`src/rtl/uart_brk_pkg.sv`:
```
package uart_brk_pkg;

    typedef enum logic [1:0] {
        RX_IDLE,
        RX_START,
        RX_DATA,
        RX_STOP
    } rx_state_e;

    typedef enum logic [1:0] {
        BK_MARK,
        BK_SUSPECT,
        BK_SPACE
    } brk_state_e;

    localparam int STAT_W      = 4;
    localparam int ST_BRK      = 0;
    localparam int ST_OVR      = 1;
    localparam int ST_FER      = 2;
    localparam int ST_NONEMPTY = 3;

endpackage

```
`src/rtl/uart_brk_frame.sv`:
```
module uart_brk_frame
    import uart_brk_pkg::*;
#(
    parameter int DATA_W = 8,
    parameter int OVS    = 16
) (
    input  logic              clk,
    input  logic              rst_n,
    input  logic              tick_i,
    input  logic              rx_i,
    output logic              line_o,
    output logic              done_o,
    output logic              fer_o,
    output logic [DATA_W-1:0] data_o
);
    localparam int CW   = $clog2(OVS);
    localparam int BW   = $clog2(DATA_W);
    localparam int HALF = OVS / 2;

    rx_state_e         state_q, state_d;
    logic [CW-1:0]     cnt_q, cnt_d;
    logic [BW-1:0]     bit_q, bit_d;
    logic [DATA_W-1:0] sh_q, sh_d;
    logic              done_d, fer_d, fer_q, done_q;
    logic [1:0]        sync_q;
    logic              line;

    // two-stage synchroniser, idle high
    always_ff @(posedge clk or negedge rst_n) begin
        if (!rst_n) sync_q <= 2'b11;
        else        sync_q <= {sync_q[0], rx_i};
    end
    assign line   = sync_q[1];
    assign line_o = line;

    // state register
    always_ff @(posedge clk or negedge rst_n) begin
        if (!rst_n) begin
            state_q <= RX_IDLE;
            cnt_q   <= '0;
            bit_q   <= '0;
            sh_q    <= '0;
            done_q  <= 1'b0;
            fer_q   <= 1'b0;
        end else begin
            state_q <= state_d;
            cnt_q   <= cnt_d;
            bit_q   <= bit_d;
            sh_q    <= sh_d;
            done_q  <= done_d;
            fer_q   <= fer_d;
        end
    end

    // next state and outputs
    always_comb begin
        state_d = state_q;
        cnt_d   = cnt_q;
        bit_d   = bit_q;
        sh_d    = sh_q;
        done_d  = 1'b0;
        fer_d   = fer_q;
        unique case (state_q)
            RX_IDLE: begin
                if (tick_i && !line) begin
                    state_d = RX_START;
                    cnt_d   = '0;
                end
            end
            RX_START: begin
                if (tick_i) begin
                    if (cnt_q == CW'(HALF - 1)) begin
                        cnt_d = '0;
                        bit_d = '0;
                        state_d = line ? RX_IDLE : RX_DATA;
                    end else begin
                        cnt_d = cnt_q + 1'b1;
                    end
                end
            end
            RX_DATA: begin
                if (tick_i) begin
                    if (cnt_q == CW'(OVS - 1)) begin
                        cnt_d = '0;
                        sh_d  = {line, sh_q[DATA_W-1:1]};
                        if (bit_q == BW'(DATA_W - 1)) state_d = RX_STOP;
                        else                          bit_d   = bit_q + 1'b1;
                    end else begin
                        cnt_d = cnt_q + 1'b1;
                    end
                end
            end
            RX_STOP: begin
                if (tick_i) begin
                    if (cnt_q == CW'(OVS - 1)) begin
                        cnt_d   = '0;
                        state_d = RX_IDLE;
                        done_d  = 1'b1;
                        fer_d   = !line;
                    end else begin
                        cnt_d = cnt_q + 1'b1;
                    end
                end
            end
            default: state_d = RX_IDLE;
        endcase
    end

    assign done_o = done_q;
    assign fer_o  = fer_q;
    assign data_o = sh_q;

    // a completed frame always comes out of the stop state
    p_done_from_stop_r1: assert property (@(posedge clk) disable iff (!rst_n)
        done_q |-> $past(state_q) == RX_STOP);

endmodule

```
`src/rtl/uart_brk_fifo.sv`:
```
module uart_brk_fifo #(
    parameter int EW    = 9,
    parameter int DEPTH = 16
) (
    input  logic          clk,
    input  logic          rst_n,
    input  logic          push_i,
    input  logic [EW-1:0] din_i,
    input  logic          pop_i,
    output logic [EW-1:0] dout_o,
    output logic          empty_o,
    output logic          drop_o
);
    localparam int AW = (DEPTH > 1) ? $clog2(DEPTH) : 1;
    localparam int CW = $clog2(DEPTH + 1);

    logic [EW-1:0] mem [DEPTH];
    logic [AW-1:0] wr_q, rd_q;
    logic [CW-1:0] cnt_q;
    logic          full, do_push, do_pop;

    assign empty_o = (cnt_q == '0);
    assign full    = (cnt_q == CW'(DEPTH));
    assign do_pop  = pop_i && !empty_o;
    assign do_push = push_i && (!full || do_pop);
    assign drop_o  = push_i && !do_push;
    assign dout_o  = mem[rd_q];

    function automatic logic [AW-1:0] nxt(input logic [AW-1:0] p);
        return (p == AW'(DEPTH - 1)) ? '0 : p + 1'b1;
    endfunction

    always_ff @(posedge clk) begin
        if (do_push) mem[wr_q] <= din_i;
    end

    always_ff @(posedge clk or negedge rst_n) begin
        if (!rst_n) begin
            wr_q  <= '0;
            rd_q  <= '0;
            cnt_q <= '0;
        end else begin
            if (do_push) wr_q <= nxt(wr_q);
            if (do_pop)  rd_q <= nxt(rd_q);
            if (do_push && !do_pop)      cnt_q <= cnt_q + 1'b1;
            else if (do_pop && !do_push) cnt_q <= cnt_q - 1'b1;
        end
    end

    // occupancy never exceeds the depth
    p_cnt_bound_r4: assert property (@(posedge clk) disable iff (!rst_n)
        cnt_q <= CW'(DEPTH));

    // a dropped write leaves the occupancy untouched
    p_drop_keeps_r5: assert property (@(posedge clk) disable iff (!rst_n)
        (drop_o && !pop_i) |=> $stable(cnt_q));

endmodule

```
`src/rtl/uart_brk_flags.sv`:
```
module uart_brk_flags
    import uart_brk_pkg::*;
(
    input  logic clk,
    input  logic rst_n,
    input  logic done_i,
    input  logic fer_i,
    input  logic zero_i,
    input  logic line_i,
    input  logic drop_i,
    input  logic stat_rd_i,
    input  logic stat_wr_i,
    input  logic keep_brk_i,
    input  logic keep_ovr_i,
    output logic push_o,
    output logic brk_o,
    output logic ovr_o
);
    brk_state_e bk_q, bk_d;
    logic       brk_q, armed_q, ovr_q;
    logic       brk_set, brk_clr, ovr_clr;

    // state register
    always_ff @(posedge clk or negedge rst_n) begin
        if (!rst_n) bk_q <= BK_MARK;
        else        bk_q <= bk_d;
    end

    always_comb begin
        bk_d = bk_q;
        unique case (bk_q)
            BK_MARK: begin
                if (done_i && fer_i) bk_d = BK_SUSPECT;
            end
            BK_SUSPECT: begin
                if (done_i) begin
                    if (fer_i && zero_i) bk_d = BK_SPACE;
                    else if (fer_i)      bk_d = BK_SUSPECT;
                    else                 bk_d = BK_MARK;
                end else if (line_i) begin
                    bk_d = BK_MARK;
                end
            end
            BK_SPACE: begin
                if (line_i) bk_d = BK_MARK;
            end
            default: bk_d = BK_MARK;
        endcase
    end

    // outputs
    always_comb begin
        brk_set = (bk_q == BK_SUSPECT) && done_i && fer_i && zero_i;
        push_o  = done_i && !(zero_i && ((bk_q == BK_SPACE) || brk_set));
        brk_clr = stat_wr_i && !keep_brk_i && armed_q && brk_q;
        ovr_clr = stat_wr_i && !keep_ovr_i;
    end

    always_ff @(posedge clk or negedge rst_n) begin
        if (!rst_n) begin
            brk_q   <= 1'b0;
            armed_q <= 1'b0;
            ovr_q   <= 1'b0;
        end else begin
            if (brk_set)      brk_q <= 1'b1;
            else if (brk_clr) brk_q <= 1'b0;
            if (brk_clr)        armed_q <= 1'b0;
            else if (stat_rd_i) armed_q <= brk_q;
            if (drop_i)       ovr_q <= 1'b1;
            else if (ovr_clr) ovr_q <= 1'b0;
        end
    end

    assign brk_o = brk_q;
    assign ovr_o = ovr_q;

    // the break flag only rises on a completed damaged frame
    p_brk_rise_r6: assert property (@(posedge clk) disable iff (!rst_n)
        $rose(brk_q) |-> $past(done_i && fer_i));

    // the break flag only falls after an armed clearing write
    p_brk_fall_r8: assert property (@(posedge clk) disable iff (!rst_n)
        $fell(brk_q) |-> $past(stat_wr_i && !keep_brk_i && armed_q));

    // the overrun flag only falls after a clearing write
    p_ovr_fall_r5: assert property (@(posedge clk) disable iff (!rst_n)
        $fell(ovr_q) |-> $past(stat_wr_i && !keep_ovr_i));

endmodule

```
`src/rtl/uart_brk_rx.sv`:
```
module uart_brk_rx
    import uart_brk_pkg::*;
#(
    parameter int DATA_W = 8,
    parameter int OVS    = 16,
    parameter int DEPTH  = 16
) (
    input  logic              clk,
    input  logic              rst_n,
    input  logic              tick16_i,
    input  logic              rx_i,
    input  logic              data_rd_i,
    output logic [DATA_W-1:0] rdata_o,
    input  logic              stat_rd_i,
    input  logic              stat_wr_i,
    input  logic [1:0]        stat_wdata_i,
    output logic [STAT_W-1:0] stat_o
);
    localparam int EW = DATA_W + 1;

    logic              line, done, fer, push, drop, empty, brk, ovr;
    logic [DATA_W-1:0] data;
    logic [EW-1:0]     head;

    uart_brk_frame #(.DATA_W(DATA_W), .OVS(OVS)) u_frame (
        .clk    (clk),
        .rst_n  (rst_n),
        .tick_i (tick16_i),
        .rx_i   (rx_i),
        .line_o (line),
        .done_o (done),
        .fer_o  (fer),
        .data_o (data)
    );

    uart_brk_flags u_flags (
        .clk        (clk),
        .rst_n      (rst_n),
        .done_i     (done),
        .fer_i      (fer),
        .zero_i     (data == '0),
        .line_i     (line),
        .drop_i     (drop),
        .stat_rd_i  (stat_rd_i),
        .stat_wr_i  (stat_wr_i),
        .keep_brk_i (stat_wdata_i[ST_BRK]),
        .keep_ovr_i (stat_wdata_i[ST_OVR]),
        .push_o     (push),
        .brk_o      (brk),
        .ovr_o      (ovr)
    );

    uart_brk_fifo #(.EW(EW), .DEPTH(DEPTH)) u_fifo (
        .clk     (clk),
        .rst_n   (rst_n),
        .push_i  (push),
        .din_i   ({fer, data}),
        .pop_i   (data_rd_i),
        .dout_o  (head),
        .empty_o (empty),
        .drop_o  (drop)
    );

    always_comb begin
        rdata_o                 = head[DATA_W-1:0];
        stat_o                  = '0;
        stat_o[ST_BRK]          = brk;
        stat_o[ST_OVR]          = ovr;
        stat_o[ST_FER]          = !empty && head[DATA_W];
        stat_o[ST_NONEMPTY]     = !empty;
    end

endmodule

```
`config.mk`:
```
export PLATFORM = sky130hd
export DESIGN_NAME = uart_brk_rx
export DESIGN_NICKNAME = d
export VERILOG_FILES = /design/src/rtl/uart_brk_pkg.sv /design/src/rtl/uart_brk_frame.sv /design/src/rtl/uart_brk_fifo.sv /design/src/rtl/uart_brk_flags.sv /design/src/rtl/uart_brk_rx.sv
export SDC_FILE = /design/constraint.sdc
export NUM_CORES = 1
export LEC_CHECK = 0
export ABC_AREA = 1
export BUFFER_PORTS_ARGS = -buffer_cell sky130_fd_sc_hd__buf_2
export CORE_MARGIN = 8
export CORE_UTILIZATION = 56
export DETAILED_ROUTE_END_ITERATION = 10
export HOLD_SLACK_MARGIN = 0.08
export PLACE_DENSITY = 0.79
export RECOVER_POWER = 100
export SLEW_MARGIN = 20
export SYNTH_ARGS = -nofsm -noshare
export SYNTH_HDL_FRONTEND = slang
export SYNTH_HIERARCHICAL = 1
export SYNTH_SLANG_ARGS = --single-unit
```
`constraint.sdc`:
```
create_clock -name clk -period 6.1 [get_ports clk]
set_input_delay 0.305 -clock clk [delete_from_list [all_inputs] [get_ports clk]]
set_output_delay 0.305 -clock clk [all_outputs]
set_load 0.01 [all_outputs]
```
; ---- After elaboration in Yosys (flattened, before gate mapping)
; Memory sizes are Yosys's and may differ from the RTL's.
; Cells that the tools add are included.
[op_classes]
addsub = 6
n_eq_ne = 22
mux = 43
n_reduce_logical = 43
[ops]
columns = op, n
row1 = two-way mux 4 bit, 7
row2 = two-way mux 2 bit, 13
row3 = logical AND 1 bit, 18
row4 = two-way mux 3 bit, 5
row5 = inequality test 2 x 1 -> 1 bit (second input constant), 7
row6 = adder 4 x 1 -> 4 bit (second input constant), 3
row7 = equality test 4 bit (second input constant), 3
row8 = two-way mux 1 bit, 12
row9 = case mux 4 bit (3 select lines), 1
row10 = two-way mux 5 bit, 2
row11 = nonzero test 2 bit, 5
row12 = AND reduction 3 bit, 3
row13 = logical NOT 1 bit, 8
row14 = logical NOT 8 bit, 1
row15 = inequality test 2 bit (second input constant), 4
row16 = case mux 2 bit (4 select lines), 1
row17 = AND reduction 8 bit, 1
row18 = equality test 2 bit (second input constant), 3
row19 = case mux 2 bit (3 select lines), 1
row20 = case mux 3 bit (2 select lines), 1
row21 = AND reduction 6 bit, 1
row22 = adder 5 x 1 -> 5 bit (second input constant), 1
row23 = equality test 5 bit (second input constant), 1
row24 = logical NOT 5 bit, 1
row25 = 8 further kinds, 11
[word_totals]
register_bits = 39
ram_bits = 144
out_inout_bits = 12
word_cells = 129
n_memories = 1
[memory_table]
columns = name, words, word_bits, rd, rd_ports_with_merged_regs, wr, line_no
row1 = u_fifo.mem, 16, 9, 1, 0, 1, uart_brk_fifo.sv:17  ; logic [EW-1:0] mem [DEPTH];

; ---- Logic depth before layout (Yosys ltp)
[depth]
ltp_word = 13
mapped_depth = 18
depth_no_buf = 17

; ---- Hierarchy
; Netlist, hierarchy kept.
[by_module_without_submodules]
columns = mod, n_inst, cells_per_inst, area_each_um2, seq_area_each_um2
row1 = uart_brk_fifo, 1, 740, 7204.4, 4649.5
row2 = uart_brk_frame, 1, 104, 987.2, 528.0
row3 = uart_brk_flags, 1, 39, 272.8, 125.1
row4 = uart_brk_rx, 1, 12, 52.6, 0.0

; ---- Least setup slack after synthesis
; OpenSTA, ideal clock, no wires.
[synth_timing]
kind = reg2reg
start = register u_frame.sh_q[7] (netlist: u_frame/data_o[7])
end = register u_fifo.cnt_q[4]
t_arrival_ns = 2.392
t_required_ns = 5.983
setup_slack_ns = 3.592
path_stages_with_launch = 19
path_buffers = 1
cell_sequence = dfrtp_1 nor2_1 nand2_1 nor2_1 nand3_1 nor2_1 nor2_1 nand2_1 buf_4 inv_2 ha_1 inv_1 ha_1 a21oi_1 nand2_1 o21ai_0 nand2_1 nand2_1 nand2_1
[synth_via]
elab_chain_len = 10
elab_cells_between_ends = 12
classes_between = 1 x mux / 11 x reduce/logical
[synth_lines]
columns = item, line_no
row1 = from (decl), uart_brk_frame.sv:23  ; logic [DATA_W-1:0] sh_q, sh_d;
row2 = from (signal assigned), uart_brk_frame.sv:42  ; sh_q <= '0;
row3 = from (signal assigned), uart_brk_frame.sv:49  ; sh_q <= sh_d;
row4 = logical NOT 8 bit (*), uart_brk_rx.sv:41  ; .zero_i (data == '0),
row5 = logical AND 1 bit, uart_brk_flags.sv:53  ; brk_set = (bk_q == BK_SUSPECT) && done_i && fer_i && zero_i;
row6 = logical OR 1 bit, uart_brk_flags.sv:54  ; push_o = done_i && !(zero_i && ((bk_q == BK_SPACE) || brk_set));
row7 = logical AND 1 bit (*), uart_brk_flags.sv:54
row8 = logical NOT 1 bit (*), uart_brk_flags.sv:54
row9 = logical AND 1 bit (*), uart_brk_flags.sv:54
row10 = net push, uart_brk_rx.sv:21  ; logic line, done, fer, push, drop, empty, brk, ovr;
row11 = logical AND 1 bit (*), uart_brk_fifo.sv:25  ; assign do_push = push_i && (!full || do_pop);
row12 = net u_fifo.do_push, uart_brk_fifo.sv:20  ; logic full, do_push, do_pop;
row13 = logical NOT 1 bit, uart_brk_fifo.sv:46  ; else if (do_pop && !do_push) cnt_q <= cnt_q - 1'b1;
row14 = logical AND 1 bit, uart_brk_fifo.sv:46
row15 = nonzero test 2 bit (no source line), --
row16 = to (signal assigned), uart_brk_fifo.sv:45  ; if (do_push && !do_pop) cnt_q <= cnt_q + 1'b1;
row17 = to (signal assigned), uart_brk_fifo.sv:46
row18 = to (decl), uart_brk_fifo.sv:19  ; logic [CW-1:0] cnt_q;
; Mark *: on every way through the listed nets, which the timed path passes. The rest lies on a longest branch.
; A chain may end at the register's enable or synchronous reset.

; ---- Worst setup path after layout
[layout_timing]
start = register u_frame.sh_q[0] (netlist: u_frame/data_o[0])
end = register u_fifo.cnt_q[4]
; Same word-level chain as after synthesis.

==> results.md <==
- The startpoint type of the worst setup path is a flop.
- The library cell used most frequently in the layout, excluding fill and tap cells, is nand2_1.
- The total of endpoints with negative setup slack in the final report is 0.
- The total of buffers placed on input and output ports is 20.
- The per-instance average area after synthesis is 9.52 µm².
- Yosys mapped the design onto 33 distinct sky130hd cell types.
- The area of the placeable core is 15000 µm².
- The count of yosys warnings during synthesis is 6.
- After detailed routing, the total wire length is 17700 µm.
- The number of global-route vias before repair is 5587.
- The post-synthesis instance area is 8520 µm².
- Hold repair after CTS inserted 2 buffers.
- Across every metal layer, demand over resource in global routing totals 0.190.
- The power density over cell area is 384 nW/µm².
- The chip height is 139 µm.
- The first global-routing pass estimated 28900 µm of wire.
- Of the post-synthesis cell area, the dominant cell type holds 0.508.
- The switching power is 1190 µW.
- Derived from the worst setup path, the maximum achievable clock frequency is 280 MHz.
- The number of antenna violations at the first check in global routing is 0.
- The CTS tree is yes.
- The share of total power dissipated in combinational logic is 0.284.
- The clock net sink count is 183.
- Entering global routing, the biggest net connects 77 pins.
- Synthesis inferred 183 register bits.
- The checks that failed: capacitance limit, slew limit.
- The shortest period the worst path allows is 3.57 ns.
- 21 I/O pins were placed.
- The sequential fraction of the synthesis area is 0.623.
- The maximum clock insertion buffer count is 2.
- The max-cap check violation count is 1.
- The number of max-slew violations in the final report is 40.
- The H-tree was split into 4 levels.
- For this configuration, the core starts out at a cell density of 0.567.
- Excluding fillers, the count of instances in the completed layout stands at 1115.
- The switching part of the total is 0.335.
- In this run, post-CTS repair resized a total of 0 instances.
- Once the clock tree was built, the setup fixing pass inserted 0 buffers.
- The vias per cell is 5.27.
- The required time of the worst setup path is 6.42 ns.
- The run finished, with violations left.
- Headroom to the max-slew limit came out at -0.430.
- The number of antenna diodes is 0.
- At the pin with the least slew margin, the transition time is 2.14 ns.
- Setup total negative slack on the finished layout was measured at 0 ns.
- Routability-driven placement finished with a final weighted congestion of 0.834.
- The half-perimeter wire length of the detailed placement result is 11000 µm.
- The post-synthesis net count is 918.
- The detailed router finished its first iteration with 482 violations.
- The maximum fanout encountered on the critical timing path is 20.
- In the final layout, the share of cells above drive strength 1 is 0.0572.
- The post-synthesis instance total is 895.
- The portion of the clock cycle consumed by the worst path in the final layout is 0.584.
- Once placement completed, the tool counted placed cells totaling 1081.
- The worst-case clock skew is 0.00857 ns.
- The critical setup path kind is reg2reg.
- The count of nets left with antenna violations once routing finished came out at 0.
- For this run, design rule violations remaining after detail routing come to 0.
- The biggest area contributor in the post-synthesis netlist is edfxtp_1.
- Clock-pin slew was measured on the worst setup and hold paths at 0.06 ns.
- The sort of element at the end of the critical path is a flop.
- The type of the tightest min-delay check is in2reg.
- The proportion of register bits with asynchronous set or reset after synthesis is 0.213.
- The layout overhead on the synthesized area is 8.67%.
- The total iterations of the first detailed-routing run is 5.
- By area the synthesized netlist is led by edfxtp_1 51%, nand2_1 12%, dfrtp_1 11%, inv_1 7.6%, nand3_1 6.6%.
- STA puts the critical path data arrival time at 3.88 ns.
- TritonCTS created 17 clock buffers.
- The number of enable flip-flop cells after synthesis is 144.
- The largest voltage drop on the vdd net is 230 µV.
- Setup repair after global routing left no endpoint under its margin.
- The internal power summed over all cells is 2370 µW.
- The power share of the sequential group is 0.405.
- For this run, the post-layout net count is 937.
- The final global-route overflow total is 0.
- After detailed routing, the average wire length per cell comes to 15.9 µm.
- Fill cells in the final layout number 1198.
- The floorplan step set the die width to 139 µm.
- The worst-skew pair later-pin latency is 0.43 ns.
- The routed layout has 5878 vias.
- The final hold violation count is 0.
- In the synthesized netlist the dominant register cell turns out to be edfxtp_1.
- The root cell of the clock tree is clkbuf_16.
- Row generation in the floorplan step produced 45 rows.
- The total die area is 19400 µm².
- The portion of total power attributed to the clock network is 0.311.
- Summed over all cells, the static leakage comes to 0.00431 µW.
- In the layout the commonest cells are 282 x nand2_1, 175 x inv_1, 144 x edfxtp_1.
worst max-delay path, stage by stage, from the launching register on:
cell and delay [ns]:
dfrtp_1 0.65, nor2_1 0.19, nand2_1 0.06, nor2_1 0.17
nand3_1 0.12, nor2_1 0.14, nor2_1 0.07, nand2_1 0.53
inv_1 0.25, ha_1 0.30, inv_1 0.16, ha_1 0.29
a21oi_1 0.20, nand2_1 0.07, o21ai_0 0.08, nand2_1 0.07
nand2_1 0.06, nand2_1 0.04
final timing paths:
check,from,endpoint,slack (ns),cells after the start
min,stat_wdata_i[1],u_flags/ovr_o$_DFFE_PN0P_,0.11,3
max,u_frame/data_o[0]$_DFFE_PN0P_,u_fifo/cnt_q[4]$_DFFE_PN0P_,2.53,17
max in group asynchronous,rst_n,u_fifo/rd_q[0]$_DFFE_PN0P_,3.69,2
min in group asynchronous,rst_n,u_fifo/rd_q[0]$_DFFE_PN0P_,1.04,2
max reg2reg,u_frame/data_o[0]$_DFFE_PN0P_,u_fifo/cnt_q[4]$_DFFE_PN0P_,2.53,17
min reg2reg,u_frame/sync_q[0]$_DFF_PN1_,u_frame/sync_q[1]$_DFF_PN1_,0.36,0
cell families after synthesis:
group,share of synthesized area
AND/OR/NAND/NOR,0.221
buffers and inverters,0.104
flip-flops,0.623
AO/OA/AOI/OAI,0.0260
adder cells (fa/ha/maj),0.0214
XOR/XNOR,0.00514
stage by stage:
stage / cell area [µm²] / util / hold WS (ns) / power, µW / worst slack, ns
after floorplan: 8520 / - / 0.00941 / 2230 / 3.59
after global placement: 8710 / 0.579 / 0.346 / 2460 / 2.82
after detailed placement: 8710 / 0.579 / 0.347 / 2480 / 2.73
after CTS: 9330 / 0.620 / 0.0923 / 3590 / 2.70
after global routing: 9260 / 0.616 / 0.114 / 3760 / 2.12
final: 9260 / 0.616 / 0.108 / 3560 / 2.53
routing by layer:
metal | routed length (µm) | share of wire | track usage | vias up
met4 | 348 | 0.020 | 0.0797 | 0
met5 | 0 | 0 | 0 | -
met3 | 1140 | 0.064 | 0.0369 | 25
met1 | 7710 | 0.44 | 0.247 | 2784
li1 | - | - | - | 2870
met2 | 8510 | 0.48 | 0.307 | 199
final cells by class:
cell class	instances	area, µm²	share of cell area
clock buffer	21	440	0.0476
clock inverter	11	155	0.0168
inverter	181	679	0.0734
multi-input combinational	501	2290	0.248
sequential	183	5300	0.573
tap	188	235	0.0254
timing repair buffer	30	146	0.0158
power groups by stage:
stage	Combinational, µW	Clock (µW)	Sequential, µW
5_1_grt	1140	1180	1450
4_1_cts	1030	1120	1440
3_3_place_gp	992	0	1460
6_report	1010	1110	1440
2_1_floorplan	784	0	1440
3_5_place_dp	1010	0	1470
synth_stat cells (3+ instances only):
cell and n:
ha_1 13, inv_2 6, nand2_1 279, a21oi_1 5, buf_4 8, clkinv_1 3, o21ai_2 6, dfrtp_1 37
o21ai_0 11, a21oi_2 5, nand2_2 4, o21ai_1 4, buf_6 4, nor3_1 15, buf_2 15, inv_1 172
edfxtp_1 144, nand3_1 112, nor2_1 30, xor2_1 4
state kept, by name (all words and copies together) (netlist names), named ones only:
name             cells
u_frame/state_q      1
u_fifo/mem         144
u_flags/bk_q         2
u_flags/armed_q      1
u_fifo/rd_q          4
u_fifo/cnt_q         5
u_frame/bit_q        3
u_flags/ovr_o        1
u_fifo/wr_q          4
u_frame/sync_q       2
u_frame/cnt_q        4
u_frame/fer_o        1
u_frame/data_o       8
u_frame/done_o       1
u_flags/brk_o        1
Note: power is estimated with default switching activity, not from simulation.
